--- src/rtl/fsk_cd_pkg.sv ---
package fsk_cd_pkg;

    typedef enum logic {
        CD_IDLE = 1'b0,
        CD_LOCK = 1'b1
    } cd_state_e;

    typedef struct packed {
        logic done;
        logic act;
    } win_evt_t;

endpackage

--- src/rtl/fsk_cd_window.sv ---
module fsk_cd_window
    import fsk_cd_pkg::*;
#(
    parameter int WIN_CYC = 50000
) (
    input  logic     clk,
    input  logic     rst,
    input  logic     clr,
    input  logic     act_i,
    output win_evt_t evt_o
);
    localparam int WW = (WIN_CYC > 1) ? $clog2(WIN_CYC) : 1;
    localparam logic [WW-1:0] LAST = WW'(WIN_CYC - 1);

    logic [WW-1:0] wcnt;
    logic          seen;
    logic          at_end;

    assign at_end     = (wcnt == LAST);
    assign evt_o.done = at_end && !clr;
    assign evt_o.act  = seen | act_i;

    always_ff @(posedge clk) begin
        if (rst || clr) begin
            wcnt <= '0;
            seen <= 1'b0;
        end else if (at_end) begin
            wcnt <= '0;
            seen <= 1'b0;
        end else begin
            wcnt <= wcnt + 1'b1;
            seen <= seen | act_i;
        end
    end

    p_wcnt_range_r2: assert property (@(posedge clk) disable iff (rst)
        wcnt <= LAST);

    p_clr_phase_r2: assert property (@(posedge clk) disable iff (rst)
        clr |=> (wcnt == '0 && !seen));

endmodule

--- src/rtl/fsk_cd_history.sv ---
module fsk_cd_history
    import fsk_cd_pkg::*;
#(
    parameter int HIST_M = 8,
    parameter int QUAL_N = 8
) (
    input  logic     clk,
    input  logic     rst,
    input  logic     clr,
    input  win_evt_t evt_i,
    output logic     qualified_o
);
    localparam int CW = $clog2(HIST_M + 1);

    logic [HIST_M-1:0] hist;
    logic [CW-1:0]     ones;

    always_comb begin
        ones = '0;
        for (int i = 0; i < HIST_M; i++) begin
            ones = ones + CW'(hist[i]);
        end
    end

    assign qualified_o = (ones >= CW'(QUAL_N));

    generate
        if (HIST_M > 1) begin : g_shift
            always_ff @(posedge clk) begin
                if (rst || clr)      hist <= '0;
                else if (evt_i.done) hist <= {hist[HIST_M-2:0], evt_i.act};
            end
        end else begin : g_single
            always_ff @(posedge clk) begin
                if (rst || clr)      hist <= '0;
                else if (evt_i.done) hist <= evt_i.act;
            end
        end
    endgenerate

    p_clr_empties_r7: assert property (@(posedge clk) disable iff (rst)
        clr |=> (hist == '0));

    p_hist_static_r2: assert property (@(posedge clk) disable iff (rst)
        (!clr && !evt_i.done) |=> $stable(hist));

endmodule

--- src/rtl/fsk_cd_hold.sv ---
module fsk_cd_hold #(
    parameter int HOLD_CYC = 400000
) (
    input  logic clk,
    input  logic rst,
    input  logic run,
    input  logic act_i,
    output logic expire_o
);
    localparam int HW = (HOLD_CYC > 1) ? $clog2(HOLD_CYC) : 1;
    localparam logic [HW-1:0] LAST = HW'(HOLD_CYC - 1);

    logic [HW-1:0] hcnt;

    assign expire_o = run && !act_i && (hcnt == LAST);

    always_ff @(posedge clk) begin
        if (rst || !run || act_i) hcnt <= '0;
        else if (hcnt != LAST)    hcnt <= hcnt + 1'b1;
    end

    p_hold_restart_r5: assert property (@(posedge clk) disable iff (rst)
        (run && act_i) |=> (hcnt == '0));

    p_hold_range_r6: assert property (@(posedge clk) disable iff (rst)
        hcnt <= LAST);

endmodule

--- src/rtl/fsk_carrier_detect.sv ---
module fsk_carrier_detect
    import fsk_cd_pkg::*;
#(
    parameter int WIN_CYC  = 50000,
    parameter int HIST_M   = 8,
    parameter int QUAL_N   = 8,
    parameter int HOLD_WIN = 8
) (
    input  logic clk,
    input  logic rst,
    input  logic fsk_en_i,
    input  logic pwdn_i,
    input  logic act_i,
    output logic cd_n_o
);
    localparam int HOLD_CYC = HOLD_WIN * WIN_CYC;

    cd_state_e state;
    logic      en;
    logic      clr_q;
    logic      qualified;
    logic      expire;
    win_evt_t  evt;

    assign en     = fsk_en_i && !pwdn_i;
    assign clr_q  = !en || expire;
    assign cd_n_o = (state != CD_LOCK);

    fsk_cd_window #(.WIN_CYC(WIN_CYC)) u_win (
        .clk  (clk),
        .rst  (rst),
        .clr  (clr_q),
        .act_i(act_i && en),
        .evt_o(evt)
    );

    fsk_cd_history #(.HIST_M(HIST_M), .QUAL_N(QUAL_N)) u_hist (
        .clk        (clk),
        .rst        (rst),
        .clr        (clr_q),
        .evt_i      (evt),
        .qualified_o(qualified)
    );

    fsk_cd_hold #(.HOLD_CYC(HOLD_CYC)) u_hold (
        .clk     (clk),
        .rst     (rst),
        .run     (en && state == CD_LOCK),
        .act_i   (act_i),
        .expire_o(expire)
    );

    always_ff @(posedge clk) begin
        if (rst || !en) begin
            state <= CD_IDLE;
        end else begin
            case (state)
                CD_IDLE: if (qualified) state <= CD_LOCK;
                CD_LOCK: if (expire)    state <= CD_IDLE;
                default:                state <= CD_IDLE;
            endcase
        end
    end

    p_off_forces_idle_r8: assert property (@(posedge clk) disable iff (rst)
        !en |=> cd_n_o);

    p_fall_needs_qual_r3: assert property (@(posedge clk) disable iff (rst)
        $fell(cd_n_o) |-> $past(qualified));

    p_rise_after_quiet_r6: assert property (@(posedge clk) disable iff (rst)
        ($rose(cd_n_o) && $past(en)) |-> $past(!act_i));

    p_act_keeps_lock_r5: assert property (@(posedge clk) disable iff (rst)
        (!cd_n_o && en && act_i) |=> (!cd_n_o || !$past(en)));

endmodule

--- config.mk ---
export PLATFORM = sky130hd
export DESIGN_NAME = fsk_carrier_detect
export DESIGN_NICKNAME = d
export VERILOG_FILES = /design/src/rtl/fsk_cd_pkg.sv /design/src/rtl/fsk_cd_window.sv /design/src/rtl/fsk_cd_history.sv /design/src/rtl/fsk_cd_hold.sv /design/src/rtl/fsk_carrier_detect.sv
export SDC_FILE = /design/constraint.sdc
export NUM_CORES = 1
export LEC_CHECK = 0
export BUFFER_PORTS_ARGS = -buffer_cell sky130_fd_sc_hd__buf_2
export CORE_UTILIZATION = 43
export CTS_BUF_LIST = sky130_fd_sc_hd__clkbuf_2 sky130_fd_sc_hd__clkbuf_4 sky130_fd_sc_hd__clkbuf_8
export DETAILED_ROUTE_END_ITERATION = 8
export MAX_ROUTING_LAYER = met4
export PLACE_DENSITY = 0.68
export SYNTH_ARGS = -nofsm -noshare
export SYNTH_HDL_FRONTEND = slang
export SYNTH_SLANG_ARGS = --single-unit
--- constraint.sdc ---
create_clock -name clk -period 3.4 [get_ports clk]
set_clock_uncertainty 0.2 [all_clocks]
set_input_delay 0.34 -clock clk [delete_from_list [all_inputs] [get_ports clk]]
set_output_delay 0.34 -clock clk [all_outputs]
set_load 0.02 [all_outputs]
# Word-level counts from Yosys, hierarchy flattened
# Index checks and enable logic that the tools add are counted.
[word_totals]
regBits = 45
input_bits = 5
out_inout_bits = 1
[op_classes]
n_addsub = 9
magnitude_cmp = 1
n_eq_ne = 3
muxes = 3
n_bitwise = 2
n_reduce_logical = 17
[ops]
columns = ["op", "count"]
rows = [
  ["4-bit by 1-bit adder with 4-bit output", 6],
  ["19-bit by 1-bit adder with 19-bit output (second input constant)", 1],
  ["19-bit equality test (second input constant)", 1],
  ["19-bit != test (second input constant)", 1],
  ["16-bit by 1-bit adder with 16-bit output (second input constant)", 1],
  ["16-bit equality test (second input constant)", 1],
  ["1-bit logical AND", 6],
  ["1-bit zero test", 5],
  ["1-bit logical OR", 5],
  ["4-bit greater-or-equal comparator (second input constant)", 1],
  ["1-bit by 1-bit adder with 2-bit output", 1],
  ["1-bit 2-to-1 mux", 2],
  ["1-bit one-hot mux with 2 select lines", 1],
  ["2-bit OR reduction", 1],
  ["1-bit NOT", 1],
  ["1-bit bitwise OR", 1],
]

# Longest topological paths before layout
[depth]
word_depth = 10
depth_mapped = 9
depth_no_buf = 9

# Modules after synthesis
# Synthesis repeated with hierarchy kept, for this count alone.
[hier_totals]
cells_unflattened = 246
area_unflattened_um2 = 2290.9
[modules_own_cells]
columns = ["mod", "instances", "cells_each", "area_each_um2", "seq_area_each_um2"]
rows = [
  ["fsk_cd_hold", 1, 109, 969.7, 380.4],
  ["fsk_cd_window", 1, 84, 800.8, 340.3],
  ["fsk_cd_history", 1, 43, 434.2, 160.2],
  ["fsk_carrier_detect", 1, 10, 86.3, 20.0],
]

# Worst setup path before layout
# Ideal clock, no wire load.
[synth_path]
path_type = "reg-to-reg"
start = "register u_hist.hist[0]"
end = "register state"
setup_time_ns = 0.064
arrival_ns = 2.124
required_time_ns = 3.136
slack_ns = 1.012
path_stages_with_launch = 10
path_buffers = 0
cell_sequence = "dfxtp_1 -> ha_1 -> inv_1 -> fa_1 -> fa_1 -> fa_1 -> inv_1 -> a21o_1 -> a21oi_1 -> nor2_1"
[synth_via]
elab_chain_len = 10
[synth_lines]
columns = ["item", "line_no", "source"]
rows = [
  ["from (decl)", "fsk_cd_history.sv:15", "logic [HIST_M-1:0] hist;"],
  ["from (signal assigned)", "fsk_cd_history.sv:31", "else if (evt_i.done) hist <= {hist[HIST_M-2:0], evt_i.act};"],
  ["1-bit by 1-bit adder with 2-bit output", "fsk_cd_history.sv:21", "ones = ones + CW'(hist[i]);"],
  ["4-bit by 1-bit adder with 4-bit output (6 in series)", "fsk_cd_history.sv:21", ""],
  ["4-bit greater-or-equal comparator", "fsk_cd_history.sv:25", "assign qualified_o = (ones >= CW'(QUAL_N));"],
  ["1-bit 2-to-1 mux", "fsk_carrier_detect.sv:58", "CD_IDLE: if (qualified) state <= CD_LOCK;"],
  ["1-bit one-hot mux with 2 select lines", "fsk_carrier_detect.sv:57", "case (state)"],
  ["to (signal assigned)", "fsk_carrier_detect.sv:58", ""],
  ["to (signal assigned)", "fsk_carrier_detect.sv:59", "CD_LOCK: if (expire) state <= CD_IDLE;"],
  ["to (signal assigned)", "fsk_carrier_detect.sv:60", "default: state <= CD_IDLE;"],
  ["to (decl)", "fsk_carrier_detect.sv:18", "cd_state_e state;"],
]
# Every way passes these cells.
# A chain may end at the register's enable or synchronous reset.

# Worst setup path in the final report
# Ends and elaborated chain as after synthesis.

==> run_summary.xml <==
<?xml version="1.0" encoding="UTF-8"?>
<metrics>
  <group name="routing">
    <metric name="dr.first_iter.drc_count" unit="">93</metric>
    <metric name="wl_per_cell" unit="um">12.4</metric>
    <metric name="dr_total_vias" unit="">1805</metric>
    <metric name="drt-total-wl" unit="um">4170</metric>
    <metric name="via_per_inst" unit="">5.39</metric>
    <metric name="dr_pass1_iterations" unit="">4</metric>
    <metric name="remaining_drc_errors" unit="">0</metric>
    <metric name="antenna_left" unit="">0</metric>
  </group>
  <group name="clocking">
    <metric name="clk_pin_slew" unit="ns">0.08</metric>
    <metric name="cts-htree-levels" unit="">2</metric>
    <metric name="clkLatencyLatePin" unit="ns">0.30</metric>
    <metric name="cts_root_buffer" unit="">sky130_fd_sc_hd__clkbuf_8</metric>
    <metric name="post_cts_buffers" unit="">0</metric>
    <metric name="cts_buffers" unit="">5</metric>
    <metric name="cts_tree" unit="">built</metric>
    <metric name="postCtsResizedCells" unit="">0</metric>
    <metric name="clock_sinks" unit="">45</metric>
    <metric name="cts_buffer_depth" unit="">2</metric>
    <metric name="hold_buffers" unit="">0</metric>
  </group>
  <group name="logic_synthesis">
    <metric name="yosys_register_bits" unit="">45</metric>
    <metric name="yosysUniqueCellTypes" unit="">43</metric>
    <metric name="post_synth.cell_area_avg" unit="um^2">8.84</metric>
    <metric name="synth_enable_flop_cells" unit="">0</metric>
    <metric name="ys.warnings.count" unit="">0</metric>
    <metric name="dominantRegCellSynth" unit="">sky130_fd_sc_hd__dfxtp_1</metric>
    <metric name="post_synthesis_share_of_cell_area_spent_on_full_adders_half_adders_and_majority_gates" unit="">0.0536</metric>
    <metric name="post_synth_and_or_nand_nor_area_fraction" unit="">0.316</metric>
    <metric name="net_count_after_synthesis" unit="">272</metric>
    <metric name="synthArstFlopShare" unit="">0</metric>
    <metric name="synth_top_cell_area_share" unit="">0.394</metric>
    <metric name="synth_area" unit="um^2">2290</metric>
    <metric name="synth.area.top_cells" unit="">sky130_fd_sc_hd__dfxtp_1 39%, sky130_fd_sc_hd__xnor2_1 6.1%, sky130_fd_sc_hd__nor3_1 4.8%</metric>
    <metric name="mux_contribution_to_synthesized_area" unit="">0.0437</metric>
    <metric name="synth_largest_area_cell" unit="">sky130_fd_sc_hd__dfxtp_1</metric>
    <metric name="synth_xor_area_frac" unit="">0.0804</metric>
    <metric name="synth-compound-area-share" unit="">0.0629</metric>
    <metric name="largest_family_of_logic_cells_by_synthesized_area" unit="">simple AND/OR/NAND/NOR gates</metric>
    <metric name="proportion_of_synthesized_chip_area_in_sequential_cells" unit="">0.394</metric>
    <metric name="postSynthCellCount" unit="">259</metric>
  </group>
  <group name="global_route">
    <metric name="global_route.usage.total" unit="">0.167</metric>
    <metric name="grt_pass1_vias" unit="">1517</metric>
    <metric name="grt_pass1_wl" unit="um">6960</metric>
    <metric name="gr-total-overflow" unit="">0</metric>
    <metric name="antenna_found_initial" unit="">0</metric>
    <metric name="grt_start_max_net_pins" unit="">27</metric>
  </group>
  <group name="min_path">
    <metric name="hold_path.startpoint" unit="">act_i</metric>
    <metric name="worst_hold_path_type" unit="">in2reg</metric>
    <metric name="min_delay_path_depth" unit="">4</metric>
    <metric name="worstHoldEndpoint" unit="">u_hold.hcnt[7]$_SDFFE_PP0P_</metric>
  </group>
  <group name="pwr">
    <metric name="internal_power" unit="uW">673</metric>
    <metric name="report.power.total" unit="uW">865</metric>
    <metric name="p_seq_frac" unit="">0.610</metric>
    <metric name="net-switching-power" unit="uW">192</metric>
    <metric name="ir_worst_vdd" unit="V">0.000196</metric>
    <metric name="clock_power_share" unit="">0.377</metric>
    <metric name="power_density" unit="nW/um^2">351</metric>
    <metric name="combinationalPowerShare" unit="">0.013</metric>
    <metric name="total_leakage_power" unit="uW">0.000754</metric>
    <metric name="swShare" unit="">0.222</metric>
  </group>
  <group name="floorplan">
    <metric name="core_region_area" unit="um^2">5110</metric>
    <metric name="overall_die_width" unit="um">75.0</metric>
    <metric name="io_pins" unit="">6</metric>
    <metric name="std_cell_rows" unit="">26</metric>
    <metric name="floorplan.initialDensity" unit="">0.448</metric>
    <metric name="die_h" unit="um">75.0</metric>
    <metric name="fp.dieArea" unit="um^2">5620</metric>
  </group>
  <group name="critical_path">
    <metric name="crit_path_max_fanout" unit="">3</metric>
    <metric name="r2r_start" unit="">u_hist.hist[0]$_SDFFE_PP0P_</metric>
    <metric name="worst-setup-path-type" unit="">reg2reg</metric>
    <metric name="worstSetupStartpointType" unit="">flop</metric>
    <metric name="critPathArrivalTime" unit="ns">2.52</metric>
    <metric name="r2r_end" unit="">state$_SDFF_PP0_</metric>
    <metric name="r2r_cells" unit="">9</metric>
    <metric name="critical_path.endpoint_type" unit="">flop</metric>
    <metric name="critical_path_required" unit="ns">3.44</metric>
    <metric name="critical_path.startpoint" unit="">u_hist.hist[0]$_SDFFE_PP0P_</metric>
    <metric name="ff2ff_setup_slack" unit="ns">0.93</metric>
  </group>
  <group name="layout">
    <metric name="fin_nets" unit="">277</metric>
    <metric name="syn2layout_area_growth" unit="%">7.82</metric>
    <metric name="diodes" unit="">0</metric>
    <metric name="finalCoreUtilization" unit="">0.483</metric>
    <metric name="drive_gt1_frac" unit="">0.106</metric>
    <metric name="commonest_non_fill_non_tap_cells_in_the_layout" unit="">45 x sky130_fd_sc_hd__dfxtp_1, 22 x sky130_fd_sc_hd__nor3_1, 20 x sky130_fd_sc_hd__inv_1</metric>
    <metric name="final_common_cell" unit="">sky130_fd_sc_hd__dfxtp_1</metric>
  </group>
  <group name="sta">
    <metric name="layout_worst_path_cycle_share" unit="">0.728</metric>
    <metric name="grt_setup_unrepaired" unit="">no</metric>
    <metric name="relSlewSlack" unit="">0.494</metric>
    <metric name="final.setup.tns" unit="ns">0</metric>
    <metric name="final.hold.worst_slack" unit="ns">0.184</metric>
    <metric name="maxSlewViolCount" unit="">0</metric>
    <metric name="period_minus_slack" unit="ns">2.47</metric>
    <metric name="worst-slew-pin-transition" unit="ns">0.753</metric>
    <metric name="setup_viol" unit="">0</metric>
    <metric name="clock.fmax" unit="GHz">0.404</metric>
    <metric name="final_hold_vios" unit="">0</metric>
  </group>
  <group name="placement">
    <metric name="place.port_buffers" unit="">5</metric>
    <metric name="globalplace.congestion" unit="">0.807</metric>
    <metric name="hpwlAfterDp" unit="um">2930</metric>
  </group>
  <group name="run_status">
    <metric name="run_status" unit="">complete, no violations</metric>
  </group>
  <group name="run">
    <metric name="max_cap_viol_count" unit="">0</metric>
  </group>
</metrics>
power groups by stage:
stage               Sequential (uW)  Clock, uW  Combinational (uW)
floorplan                       540          0                6.32
global placement                540          0                11.0
detailed placement              540          0                11.1
CTS                             528        339                11.2
global route                    528        364                12.1
finish                          528        326                11.0
cell type report:
class	count	area [um^2]
Inverter	20	75.1
Clock buffer	5	68.8
Fill cell	524	2640
Timing Repair Buffer	7	40.0
Clock inverter	3	17.5
Sequential cell	45	901
Multi-Input combinational cell	185	1280
Tap cell	70	87.6
routing by layer:
| layer | vias to the layer above | track usage | part of all wire |
|---|---|---|---|
| met5 | - | - | 0 |
| met4 | 0 | 0.0566 | 0.015 |
| met3 | 6 | 0.0442 | 0.040 |
| met2 | 31 | 0.247 | 0.41 |
| met1 | 822 | 0.221 | 0.53 |
| li1 | 946 | - | - |
synth_stat cells (2+ instances only):
| master | instances |
|---|---|
| sky130_fd_sc_hd__nor2_2 | 8 |
| sky130_fd_sc_hd__and3_1 | 2 |
| sky130_fd_sc_hd__clkbuf_1 | 5 |
| sky130_fd_sc_hd__nor2_1 | 13 |
| sky130_fd_sc_hd__a31oi_1 | 3 |
| sky130_fd_sc_hd__inv_1 | 20 |
| sky130_fd_sc_hd__and4b_1 | 2 |
| sky130_fd_sc_hd__xor2_1 | 5 |
| sky130_fd_sc_hd__nor3b_1 | 3 |
| sky130_fd_sc_hd__nor4_1 | 13 |
| sky130_fd_sc_hd__buf_2 | 4 |
| sky130_fd_sc_hd__nand4_1 | 12 |
| sky130_fd_sc_hd__nand2_1 | 16 |
| sky130_fd_sc_hd__ha_1 | 5 |
| sky130_fd_sc_hd__nor4b_1 | 2 |
| sky130_fd_sc_hd__nand2b_1 | 2 |
| sky130_fd_sc_hd__nor3_1 | 22 |
| sky130_fd_sc_hd__mux2i_1 | 10 |
| sky130_fd_sc_hd__a21oi_1 | 3 |
| sky130_fd_sc_hd__and4_1 | 4 |
| sky130_fd_sc_hd__a21o_1 | 3 |
| sky130_fd_sc_hd__nand3_1 | 16 |
| sky130_fd_sc_hd__o21ai_0 | 5 |
| sky130_fd_sc_hd__fa_1 | 3 |
| sky130_fd_sc_hd__dfxtp_1 | 45 |
| sky130_fd_sc_hd__xnor2_1 | 16 |
worst max-delay path by stage:
stage	slack, ns	endpoint
finish	0.93	state$_SDFF_PP0_
CTS	0.91	state$_SDFF_PP0_
global route	0.80	state$_SDFF_PP0_
global placement	0.97	state$_SDFF_PP0_
detailed placement	0.93	state$_SDFF_PP0_
floorplan	1.01	state$_SDFF_PP0_
through the flow:
step | std cells | area (um^2) | worst slack (ns)
after CTS | 335 | 2470 | 0.908
after detailed placement | 327 | 2380 | 0.934
final | 335 | 2470 | 0.926
after floorplan | 259 | 2290 | 1.01
after global routing | 335 | 2470 | 0.795
after global placement | 327 | 2380 | 0.968
cell families (layout without fill, tap and decap cells):
kind of cell               after synthesis  after routing
buffers and inverters                   29             35
DFF                                     45             45
muxes                                   10             10
and+or+nand+nor                        124            124
AOI/OAI and AO/OA                       22             22
xor gates and xnor gates                21             21
adders and majority gates                8              8
sequential cells by signal, summed over array words and instances, names as in the netlist:
| name | cells |
|---|---|
| u_win.wcnt | 16 |
| state | 1 |
| u_hold.hcnt | 19 |
| u_hist.hist | 8 |
| u_win.seen | 1 |
worst max-delay path, cell delays in order (launching register included):
cell	delay [ns]
sky130_fd_sc_hd__dfxtp_1	0.33
sky130_fd_sc_hd__ha_1	0.27
sky130_fd_sc_hd__inv_1	0.04
sky130_fd_sc_hd__fa_1	0.49
sky130_fd_sc_hd__fa_1	0.42
sky130_fd_sc_hd__fa_1	0.36
sky130_fd_sc_hd__inv_1	0.06
sky130_fd_sc_hd__a21o_1	0.10
sky130_fd_sc_hd__a21oi_1	0.06
sky130_fd_sc_hd__nor2_1	0.08
Power figures use the tool's default switching activity.
